File: src/rtl/act_lim_pkg.sv
package act_lim_pkg;

  // width of a countdown that must hold values 0..max_val
  function automatic int cnt_width(input int max_val);
    int w;
    w = 1;
    while ((1 << w) <= max_val) w++;
    return w;
  endfunction

  // width of a ring pointer over n entries
  function automatic int ptr_width(input int n);
    return (n > 1) ? cnt_width(n - 1) : 1;
  endfunction

endpackage

File: src/rtl/act_gap_timer.sv
module act_gap_timer
  import act_lim_pkg::*;
#(
  parameter int SPAN = 4
) (
  input  logic clk,
  input  logic rst_n,
  input  logic load,
  output logic expired
);
  localparam int MAXV = (SPAN > 1) ? SPAN - 1 : 1;
  localparam int W    = cnt_width(MAXV);
  localparam logic [W-1:0] LOADV = W'(SPAN - 1);

  logic [W-1:0] cnt;

  // counts down to zero; zero means another event may happen at this edge
  always_ff @(posedge clk) begin
    if (!rst_n)            cnt <= '0;
    else if (load)         cnt <= LOADV;
    else if (cnt != '0)    cnt <= cnt - 1'b1;
  end

  assign expired = (cnt == '0);

  generate
    if (SPAN > 1) begin : g_blk_chk

      load_blocks_next_chk: assert property (@(posedge clk) disable iff (!rst_n)
        load |=> !expired);
    end
  endgenerate

endmodule

File: src/rtl/act_window_tracker.sv
module act_window_tracker
  import act_lim_pkg::*;
#(
  parameter int DEPTH = 4,
  parameter int SPAN  = 20
) (
  input  logic clk,
  input  logic rst_n,
  input  logic issue,
  output logic room
);
  localparam int PW = ptr_width(DEPTH);
  localparam logic [PW-1:0] LAST = PW'(DEPTH - 1);

  logic [PW-1:0]    oldest;
  logic [DEPTH-1:0] slot_load;
  logic [DEPTH-1:0] slot_free;

  // the slot under the pointer holds the oldest of the last DEPTH issues
  generate
    for (genvar i = 0; i < DEPTH; i++) begin : g_slot
      assign slot_load[i] = issue && (oldest == PW'(i));
      act_gap_timer #(.SPAN(SPAN)) u_age (
        .clk     (clk),
        .rst_n   (rst_n),
        .load    (slot_load[i]),
        .expired (slot_free[i])
      );
    end
  endgenerate

  always_ff @(posedge clk) begin
    if (!rst_n)     oldest <= '0;
    else if (issue) oldest <= (oldest == LAST) ? '0 : oldest + 1'b1;
  end

  assign room = slot_free[oldest];


  slot_load_onehot_chk: assert property (@(posedge clk) disable iff (!rst_n)
    $onehot0(slot_load));

  generate
    if (SPAN > 1 && DEPTH == 1) begin : g_single

      single_slot_block_chk: assert property (@(posedge clk) disable iff (!rst_n)
        issue |=> !room);
    end
  endgenerate

endmodule

File: src/rtl/act_window_limiter.sv
module act_window_limiter #(
  parameter int RRD_CYC     = 4,
  parameter int FAW_CYC     = 20,
  parameter int WINDOW_ACTS = 4
) (
  input  logic clk,
  input  logic rst_n,
  input  logic act_req,
  input  logic act_issued,
  output logic act_allow,
  output logic act_grant,
  output logic proto_err
);
  logic gap_ok;
  logic win_room;
  logic err_q;

  act_gap_timer #(.SPAN(RRD_CYC)) u_spacing (
    .clk     (clk),
    .rst_n   (rst_n),
    .load    (act_issued),
    .expired (gap_ok)
  );

  act_window_tracker #(.DEPTH(WINDOW_ACTS), .SPAN(FAW_CYC)) u_window (
    .clk   (clk),
    .rst_n (rst_n),
    .issue (act_issued),
    .room  (win_room)
  );

  assign act_allow = gap_ok && win_room;
  assign act_grant = act_req && act_allow;

  always_ff @(posedge clk) begin
    if (!rst_n)                       err_q <= 1'b0;
    else if (act_issued && !act_allow) err_q <= 1'b1;
  end

  assign proto_err = err_q;


  err_set_chk: assert property (@(posedge clk) disable iff (!rst_n)
    (act_issued && !act_allow) |=> proto_err);


  err_sticky_chk: assert property (@(posedge clk) disable iff (!rst_n)
    proto_err |=> proto_err);


  grant_needs_allow_chk: assert property (@(posedge clk) disable iff (!rst_n)
    act_grant |-> (act_allow && act_req));

  generate
    if (RRD_CYC > 1) begin : g_rrd_chk

      any_issue_spaces_chk: assert property (@(posedge clk) disable iff (!rst_n)
        act_issued |=> !act_allow);
    end
  endgenerate

endmodule

File: config.mk
export PLATFORM = sky130hd
export DESIGN_NAME = act_window_limiter
export DESIGN_NICKNAME = d
export VERILOG_FILES = /design/src/rtl/act_lim_pkg.sv /design/src/rtl/act_gap_timer.sv /design/src/rtl/act_window_tracker.sv /design/src/rtl/act_window_limiter.sv
export SDC_FILE = /design/constraint.sdc
export NUM_CORES = 1
export LEC_CHECK = 0
export BUFFER_PORTS_ARGS = -buffer_cell sky130_fd_sc_hd__buf_4
export CAP_MARGIN = 20
export CORE_MARGIN = 1.5
export CORE_UTILIZATION = 55
export DETAILED_ROUTE_END_ITERATION = 10
export PLACE_DENSITY = 0.76
export SLEW_MARGIN = 20
export SYNTH_ARGS = -nofsm -noshare
export SYNTH_HDL_FRONTEND = slang
export SYNTH_SLANG_ARGS = --single-unit
File: constraint.sdc
create_clock -name clk -period 2.39 [get_ports clk]
set_input_delay 0.239 -clock clk [delete_from_list [all_inputs] [get_ports clk]]
set_output_delay 0.239 -clock clk [all_outputs]
set_load 0.1 [all_outputs]
# After elaboration in Yosys (flattened, before gate mapping)

Cells that the tools add are included.

Register bits: 25
Latch bits: 0
Memory bits (writable): 0
Bits in read-only memories: 0
Output and inout port bits: 3
Logic and storage cells: 63
Memories: 0

$add $sub $neg: 6
Multiply operators: 0
Div/mod/pow operators: 0
Order comparisons: 1
Equality and inequality tests: 3
Shifts and indexed selects: 0
Muxes and demuxes: 13
Bitwise operators: 1
Reductions and logical operators: 28

Operator list:

| kind                                                                 | count |
|---|---|
| 5-bit two-way mux                                                    | 8 |
| 5-bit zero test                                                      | 4 |
| 5-bit nonzero test                                                   | 4 |
| 5-bit by 1-bit subtractor with 5-bit output, second input constant   | 4 |
| 2-bit nonzero test                                                   | 6 |
| 2-bit OR reduction                                                   | 4 |
| 1-bit logical AND                                                    | 7 |
| 2-bit two-way mux                                                    | 3 |
| 2-bit == test, second input constant                                 | 2 |
| 2-bit zero test                                                      | 2 |
| 2-bit by 3-bit < comparator with 1-bit output, second input constant | 1 |
| 2-bit by 1-bit adder with 2-bit output, second input constant        | 1 |
| 1-bit binary-select mux with 2-bit select                            | 1 |
| 2-bit by 1-bit == test with 1-bit output, second input constant      | 1 |
| 2-bit by 1-bit subtractor with 2-bit output, second input constant   | 1 |
| 1-bit zero test                                                      | 1 |
| 1-bit two-way mux                                                    | 1 |
| 1-bit inverter                                                       | 1 |

# Logic depth before layout (Yosys ltp)

Gate-level depths: netlist (run 1).

Depth in word-level cells: 6
Mapped depth: 7
Mapped depth without buffers: 6

# Cells and area by module

From an unflattened synthesis (run 1), not the netlist that was laid out.

Cells, all modules: 130
Area total of the unflattened synthesis: 1248.7 µm²

By module, submodules not included:

| module                                        | times used | cells an instance | area an instance (µm²) | sequential area each (µm²) |
|---|---|---|---|---|
| act_gap_timer at u_window.g_slot[0].u_age ... | 4          | 24                | 229.0                  | 100.1 |
| act_window_tracker                            | 1          | 19                | 186.4                  | 40.0 |
| act_gap_timer at u_spacing                    | 1          | 9                 | 93.8                   | 40.0 |
| act_window_limiter                            | 1          | 6                 | 52.6                   | 20.0 |

# Least setup slack after synthesis (run 1)

OpenSTA, ideal clock, no wires.

Path type: reg-to-output
From: reg u_window.g_slot[3].u_age.cnt[0]
To: out act_grant
Arrival: 2179 ps
Required time: 2151 ps
Path slack: -28 ps
Cell stages (with the launch flop): 8
Buffers on the path: 1
Cell sequence: dfxtp_1 inv_1 ha_1 or4b_1 buf_2 o22ai_1 a311o_2 and3_1

Longest elaborated chain between the ends: 5

RTL lines:

| element                                   | line                     | RTL |
|---|---|---|
| from (decl)                               | act_gap_timer.sv:15      | `logic [W-1:0] cnt;` |
| from (signal assigned)                    | act_gap_timer.sv:21      | `else if (cnt != '0) cnt <= cnt - 1'b1;` |
| 5-bit zero test                           | act_gap_timer.sv:24      | `assign expired = (cnt == '0);` |
| 1-bit binary-select mux with 2-bit select | act_window_tracker.sv:37 | `assign room = slot_free[oldest];` |
| 1-bit two-way mux (not written as such)   | act_window_tracker.sv:37 |  |
| 1-bit logical AND                         | act_window_limiter.sv:32 | `assign act_allow = gap_ok && win_room;` |
| 1-bit logical AND                         | act_window_limiter.sv:33 | `assign act_grant = act_req && act_allow;` |
| to (decl)                                 | act_window_limiter.sv:11 | `output logic act_grant,` |

Every way passes these cells. The select of a mux whose other input is x is not followed.

# Final worst setup path (run 1)

From: reg u_window.g_slot[1].u_age.cnt[0]
To: out act_grant

Longest elaborated chain between the ends: 5

RTL lines:

| element                                   | line |
|---|---|
| from (decl)                               | act_gap_timer.sv:15 |
| from (signal assigned)                    | act_gap_timer.sv:21 |
| 5-bit zero test                           | act_gap_timer.sv:24 |
| 1-bit binary-select mux with 2-bit select | act_window_tracker.sv:37 |
| 1-bit two-way mux (not written as such)   | act_window_tracker.sv:37 |
| 1-bit logical AND                         | act_window_limiter.sv:32 |
| 1-bit logical AND                         | act_window_limiter.sv:33 |

Every way passes these cells. The select of a mux whose other input is x is not followed.

==> run_results.csv, run 1 <==
group,metric,value,unit
floorplanning,dieArea,2520,um^2
power_and_ir_drop,power_density,1260,nW/um^2
floorplanning,pin_count,7,
cts,hold_buffers,0,
cts,root_buffer,"clkbuf_4",
critical_path,cp-end-kind,"output pin",
yosys,ys_seq_area_share,40.9,%
yosys,synthesis.nets,152,
route,vias_per_cell,5.29,
cells_and_area,diodes,0,
power_and_ir_drop,total_power,1830,uW
yosys,syn_inst,139,
sta,fin_ws,0.0580,ns
route,drtIter0Drc,9,
cells_and_area,seqCellArea,505,um^2
sta,worst_slew_pin_slew,0.350,ns
cells_and_area,final_cells,178,
placed_design,port_buffers,6,
critical_path,r2r_start,"u_window.g_slot[1].u_age.cnt[0]$_SDFFE_PN0P_",
hold_path,worstHoldStart,"act_issued",
placed_design,dp_slack,0.189,ns
global_route,antenna_found_initial,0,
cts,cts_buffer_depth,2,
critical_path,worstSetupStartpointType,"flop",
cells_and_area,fillers,149,
global_route,grt_max_degree,22,
cts,clk-insertion-delay-late,0.32,ns
sta,max_freq,429,MHz
yosys,ys_ff_latch,25,
yosys,ys_warn_count,0,
cts,cts_tree,"built",
route,totalWireLength,2.19,mm
sta,period_share,97.6,%
floorplanning,num_rows,16,
sta,setup_tns,0,ns
critical_path,critPathLaunch,"u_window.g_slot[1].u_age.cnt[0]$_SDFFE_PN0P_",
flow_run,max_cap_violations,0,
route,dr_total_vias,942,
sta,clock_skew,0.0111,ns
sta,hold_violations,0,
global_route,grt_pass1_wl,3.77,mm
global_route,groute.usage.overall,19.3,%
floorplanning,coreArea,2020,um^2
floorplanning,start_util,60.5,%
power_and_ir_drop,p_leak,0.000593,uW
critical_path,crit_required,2.15,ns
cells_and_area,multi_input_area,708,um^2
yosys,yosysTopAreaCell,"dfxtp_1",
yosys,avgSynthCellArea,8.80,um^2
yosys,synth_cell_types,25,
yosys,syn_area,1220,um^2
critical_path,path_class,"reg2out",
global_route,grt_pass1_vias,921,
critical_path,crit_fanout,5,
cells_and_area,fin_nets,165,
route,wl_per_cell,12.3,um
floorplanning,die_w,50.2,um
placed_design,place_inst,166,
cts,cts_buffers,3,
route,drcViolationCount,0,
route,detail-route-antenna-nets,0,
placed_design,dp_hpwl,1.44,mm
yosys,synthTopCellsByArea,"dfxtp_1 (41%), ha_1 (9.2%), xnor2_1 (7.9%)",
cts,h-tree-depth,1,
cells_and_area,synthToLayoutAreaGrowth,18.4,%
cts,cts.clk_slew.worst_paths,0.14,ns
power_and_ir_drop,ir_drop,0.000849,V
outcome,status,"completed",
route,first_pass_iters,4,
sta,slew_viol_final,0,
global_route,globalRouteOverflowTotal,0,
floorplanning,die_h,50.2,um
cts,cts.sinks,25,
cells_and_area,drive_above_1_share,23.8,%
placed_design,gp_congestion,0.766,
sta,fin_crit,2.33,ns
hold_path,hold_class,"in2reg",
sta,slew_headroom,76.6,%
critical_path,critPathArrivalTime,2.09,ns
yosys,yosys.area.top_type_share,40.9,%
sta,setup_viol_count_final,0,
==> per-stage QoR <==
stage,utilization [%],cell area [um^2],hold WS [ns]
final,71.7,1450,0.239
after global routing,71.7,1450,0.225
after CTS,67.0,1350,0.223
after detailed placement,63.3,1280,0.465
after global placement,63.3,1280,0.453
after floorplan,-,1220,0.377
==> logic make-up (layout without fill, tap and decap cells) <==
group / count (synthesis) / in the layout / share of synthesized area (%)
AOI/OAI and AO/OA: 26 / 26 / 14.0
xor gates and xnor gates: 11 / 11 / 7.87
muxes: 3 / 3 / 2.45
and+or+nand+nor: 46 / 46 / 19.6
buffers and inverters: 19 / 31 / 5.93
DFF: 25 / 25 / 40.9
adders and majority gates: 9 / 9 / 9.20
==> final timing paths <==
check / slack (ns) / endpoint / depth (start not counted)
max: 0.06 / act_grant / 7
min: 0.24 / u_spacing.cnt[1]$_SDFFE_PN0P_ / 2
max reg2reg: 0.69 / proto_err$_SDFFE_PN0P_ / 7
min reg2reg: 0.48 / proto_err$_SDFFE_PN0P_ / 2
==> critical path, cell delays in order (launching register included) <==
cell and delay (ns):
dfxtp_2 0.36, inv_1 0.06, ha_2 0.17, or4b_4 0.50
o22ai_2 0.16, a311o_2 0.16, and3_4 0.20, buf_12 0.17
==> cells in the final DEF (no fill, tap or decap), types with 2 or more instances in the layout <==
| master | synthesis | routed |
|---|---|---|
| a21boi_0 | 11 | 11 |
| a21oi_1 | 3 | 3 |
| buf_4 | 0 | 12 |
| clkbuf_4 | 0 | 3 |
| dfxtp_1 | 25 | 21 |
| dfxtp_2 | 0 | 4 |
| ha_1 | 9 | 6 |
| ha_2 | 0 | 2 |
| inv_1 | 13 | 12 |
| mux2i_1 | 3 | 3 |
| nand2_1 | 13 | 13 |
| nand2b_1 | 5 | 5 |
| nand3_1 | 4 | 4 |
| nor2_1 | 9 | 9 |
| nor2b_1 | 3 | 3 |
| nor3_1 | 5 | 4 |
| o21a_1 | 2 | 2 |
| o21ai_0 | 7 | 7 |
| or4b_4 | 0 | 3 |
| xnor2_1 | 11 | 11 |
==> registers in the layout, summed over array words and instances, names as in the netlist <==
| name | cells |
|---|---|
| u_spacing.cnt | 2 |
| u_window.oldest | 2 |
| u_window.g_slot.u_age.cnt | 20 |
| proto_err | 1 |
==> metal layers <==
layer  vias up  routed length, um  GRT usage (%)  share of wire (%)
li1        484                  -              -                  -
met2        15               1100           34.6                 50
met3         2                 73           5.36                3.3
met5         -                  0              0                  0
met1       441                996           22.5                 46
met4         0                 15           4.17               0.69
==> synth_stat cells (all sizes together) <==
library cell  instances
and2                  1
clkbuf                5
a31oi                 1
a21oi                 3
dfxtp                25
nor2b                 3
o22ai                 1
o21ai                 7
buf                   1
nand3                 4
nor3                  5
nand2                13
nand2b                5
ha                    9
xnor2                11
nor4b                 1
a21boi               11
o21a                  2
mux2i                 3
inv                  13
or4b                  4
nor2                  9
a311o                 1
and3                  1
==> timing repair <==
action                                  CTS  global route
setup buffers                             1             7
endpoints found under the setup margin    2             2
gates resized for setup                   9            13
gates cloned                              0             0
pin swaps                                 0             3
hold endpoints to repair                  0             0
==> power breakdown <==
group          internal [uW]  total, uW  switching (uW)
registers                551        661             110
logic                    518        983             465
clock network           62.6        186             123
==> cell type report <==
cell class	count	share of cell area, %
Clock buffer	3	1.55
Tap cell	27	2.33
Inverter	13	3.37
Sequential cell	25	34.9
Multi-Input combinational cell	95	48.9
Clock inverter	1	0.345
Timing Repair Buffer	14	8.64
(Power assumes the default switching activity.)
==> run 2: changes to the inputs <==
- ABC_AREA: not set -> 1
- CTS_CLUSTER_DIAMETER: not set -> 60
==> run 2 against run 1 <==
First-iteration DRC count grew to 3.2 times the previous value. Register-to-register slack improved by 0.40 ns. Clock skew is 0.0085 ns lower. Utilization decreased by 9.4 points. Clock power up 4%. Critical endpoint unchanged. Largest cell class unchanged. Largest power group unchanged.
==> run_results.csv, run 2 <==
group,metric,value,unit
critical_path,crit_required,2.15,ns
critical_path,cp-endpoint,"act_grant",
sta,fin_ws,0.434,ns
yosys,synth-simple-area-share,22.8,%
placed_design,dp_hpwl,1.79,mm
yosys,async_flop_share,0,%
route,first_pass_iters,4,
sta,slew_viol_final,0,
sta,setup_viol_count_final,0,
cells_and_area,final_cell_mix,"inv_1 (38), dfxtp_1 (25), o21ai_0 (15), a21oi_1 (15), nand2_1 (12)",
cells_and_area,multi_input_area,623,um^2
route,drcViolationCount,0,
global_route,grt_max_degree,14,
power_and_ir_drop,power_density,1160,nW/um^2
yosys,syn_inst,168,
floorplanning,num_rows,17,
yosys,yosysTopAreaCell,"dfxtp_1",
cells_and_area,drive_above_1_share,16.0,%
flow_run,max_cap_violations,0,
cells_and_area,seqCellArea,500,um^2
sta,fin_crit,1.96,ns
yosys,synth_compound_area_share,14.2,%
power_and_ir_drop,total_power,1590,uW
yosys,synth_fa_ha_area_share,8.75,%
outcome,status,"completed",
floorplanning,start_util,58.1,%
global_route,busiest_layer,"met2",
cts,cts_tree,"built",
floorplanning,die_w,51.4,um
cts,ctsResizeCount,0,
cells_and_area,fin_nets,189,
cts,clk-insertion-delay-late,0.32,ns
critical_path,r2r_start,"u_window.oldest[0]$_SDFFE_PN0P_",
critical_path,critPathArrivalTime,1.72,ns
sta,hold_violations,0,
global_route,grt_pass1_wl,3.96,mm
yosys,synth_top_family_by_area,"simple AND/OR/NAND/NOR gates",
yosys,synth.area.mux_share,0,%
critical_path,worstSetupStartpointType,"flop",
cts,cts.sinks,25,
critical_path,crit_chain,"inv_1 > ha_1 > nand4_1 > nand3_2 > nand3_2 > nor2_1 > buf_4",
floorplanning,die_h,51.4,um
cells_and_area,top_register,"u_window.g_slot.u_age.cnt",
cells_and_area,diodes,0,
placed_design,gp_congestion,0.788,
power_and_ir_drop,p_leak,0.000686,uW
yosys,ys_warn_count,0,
global_route,antenna_found_initial,0,
yosys,yosys_most_used_dff,"dfxtp_1",
sta,slew_headroom,71.3,%
yosys,avgSynthCellArea,7.66,um^2
yosys,synth.most_common_cell,"inv_1",
critical_path,cp-end-kind,"output pin",
critical_path,timing.rr.end,"u_window.g_slot[0].u_age.cnt[0]$_SDFFE_PN0P_",
global_route,groute.usage.overall,20.4,%
floorplanning,dieArea,2640,um^2
sta,worst_slew_pin_slew,0.430,ns
sta,rsz0062_at_grt,"no",
critical_path,critPathLaunch,"u_window.g_slot[3].u_age.cnt[0]$_SDFFE_PN0P_",
cells_and_area,synthToLayoutAreaGrowth,7.00,%
yosys,syn_area,1290,um^2
floorplanning,coreArea,2210,um^2
route,vias_per_cell,5.26,
cells_and_area,largestRegisters,"u_window.g_slot.u_age.cnt: 20 flops, u_spacing.cnt: 2 flops, u_window.oldest: 2 flops",
power_and_ir_drop,ir_drop,0.000531,V
route,wl_per_cell,12.0,um
yosys,synthXorXnorAreaFrac,2.72,%
yosys,synth-edff-count,0,
critical_path,path_class,"reg2out",
cells_and_area,fillers,200,
critical_path,critPathMaxStageDelay,0.33,ns
cts,h-tree-depth,1,
sta,holdWs,0.203,ns
global_route,use_met2,33.3,%
cts,cts_buffers,3,
cts,cts_buffer_depth,2,
cts,root_buffer,"clkbuf_4",
critical_path,r2r_slack,1.09,ns
sta,period_share,81.8,%
yosys,ys_seq_area_share,38.9,%
global_route,met1_usage,24.9,%
cts,hold_buffers,0,
sta,setup_tns,0,ns
cts,cts.clk_slew.worst_paths,0.13,ns
cells_and_area,design_area,1380,um^2
placed_design,dp_slack,0.815,ns
critical_path,crit_fanout,4,
hold_path,hold_class,"in2reg",
yosys,ys_top_cells_by_count,"inv_1 (38), dfxtp_1 (25), a21oi_1 (15), o21ai_0 (15), nand2_1 (12)",
placed_design,placed_cell_area,1350,um^2
yosys,synthesis.nets,181,
critical_path,rr_worst_depth,6,
global_route,gr-usage-met3,3.80,%
cts,post_cts_buffers,0,
cells_and_area,largest_reg_flops,20,
hold_path,worstHoldStart,"act_issued",
critical_path,cpMostUsedCell,"nand3_2",
yosys,ys_ff_latch,25,
route,drtIter0Drc,29,
global_route,globalRouteOverflowTotal,0,
route,dr_total_vias,1067,
yosys,yosys.area.top_type_share,38.9,%
route,detail-route-antenna-nets,0,
global_route,grt_pass1_vias,950,
sta,clock_skew,0.00258,ns
route,totalWireLength,2.45,mm
floorplanning,pin_count,7,
yosys,synth_cell_types,23,
cells_and_area,layout_commonest_cell,"inv_1",
critical_path,slowest_stage,"dfxtp_1",
placed_design,port_buffers,6,
sta,max_freq,511,MHz
yosys,synthTopCellsByArea,"dfxtp_1 (39%), inv_1 (11%), ha_1 (8.8%)",
run 2: per-stage QoR:
stage | util, % | cells
2_1_floorplan | - | 168
3_3_place_gp | 61.0 | 199
3_5_place_dp | 61.0 | 199
4_1_cts | 62.2 | 203
5_1_grt | 62.2 | 203
6_report | 62.2 | 203
run 2: where the power goes:
group / internal (uW) / switching, uW
Clock: 65.4 / 128
Sequential: 537 / 68.4
Combinational: 289 / 504
run 2: logic make-up after synthesis:
logic type | count (synthesis)
compound gates | 35
flops | 25
simple gates | 53
fa+ha+maj | 9
buf+inv | 42
xor+xnor | 4
run 2: cell type report:
cell class,instances,area share [%]
multi-input combinational,101,45.3
sequential,25,36.4
inverter,39,10.6
timing repair buffer,6,3.27
tap,28,2.55
clock buffer,4,1.91
run 2: layer usage:
metal  share of wire [%]  up-vias  routed length [um]
li1                    -      544                   -
met1                  46      488                1130
met2                  47       30                1160
met3                 4.0        5                  99
met4                 2.2        0                  53
met5                   0        -                   0
run 2: critical path: cells and delay by family, from the launching register on:
kind,cells,cell delay (ns)
simple gates,4,0.43
buf+inv,2,0.40
flops,1,0.33
fa+ha+maj,1,0.24
run 2: how the worst min path moves through the flow:
stage / end / slack, ns / depth (start not counted)
floorplan: u_window.g_slot[3].u_age.cnt[1]$_SDFFE_PN0P_ / 0.38 / 2
global placement: proto_err$_SDFFE_PN0P_ / 0.45 / 2
detailed placement: proto_err$_SDFFE_PN0P_ / 0.46 / 2
CTS: proto_err$_SDFFE_PN0P_ / 0.19 / 3
global route: proto_err$_SDFFE_PN0P_ / 0.20 / 3
finish: proto_err$_SDFFE_PN0P_ / 0.20 / 3
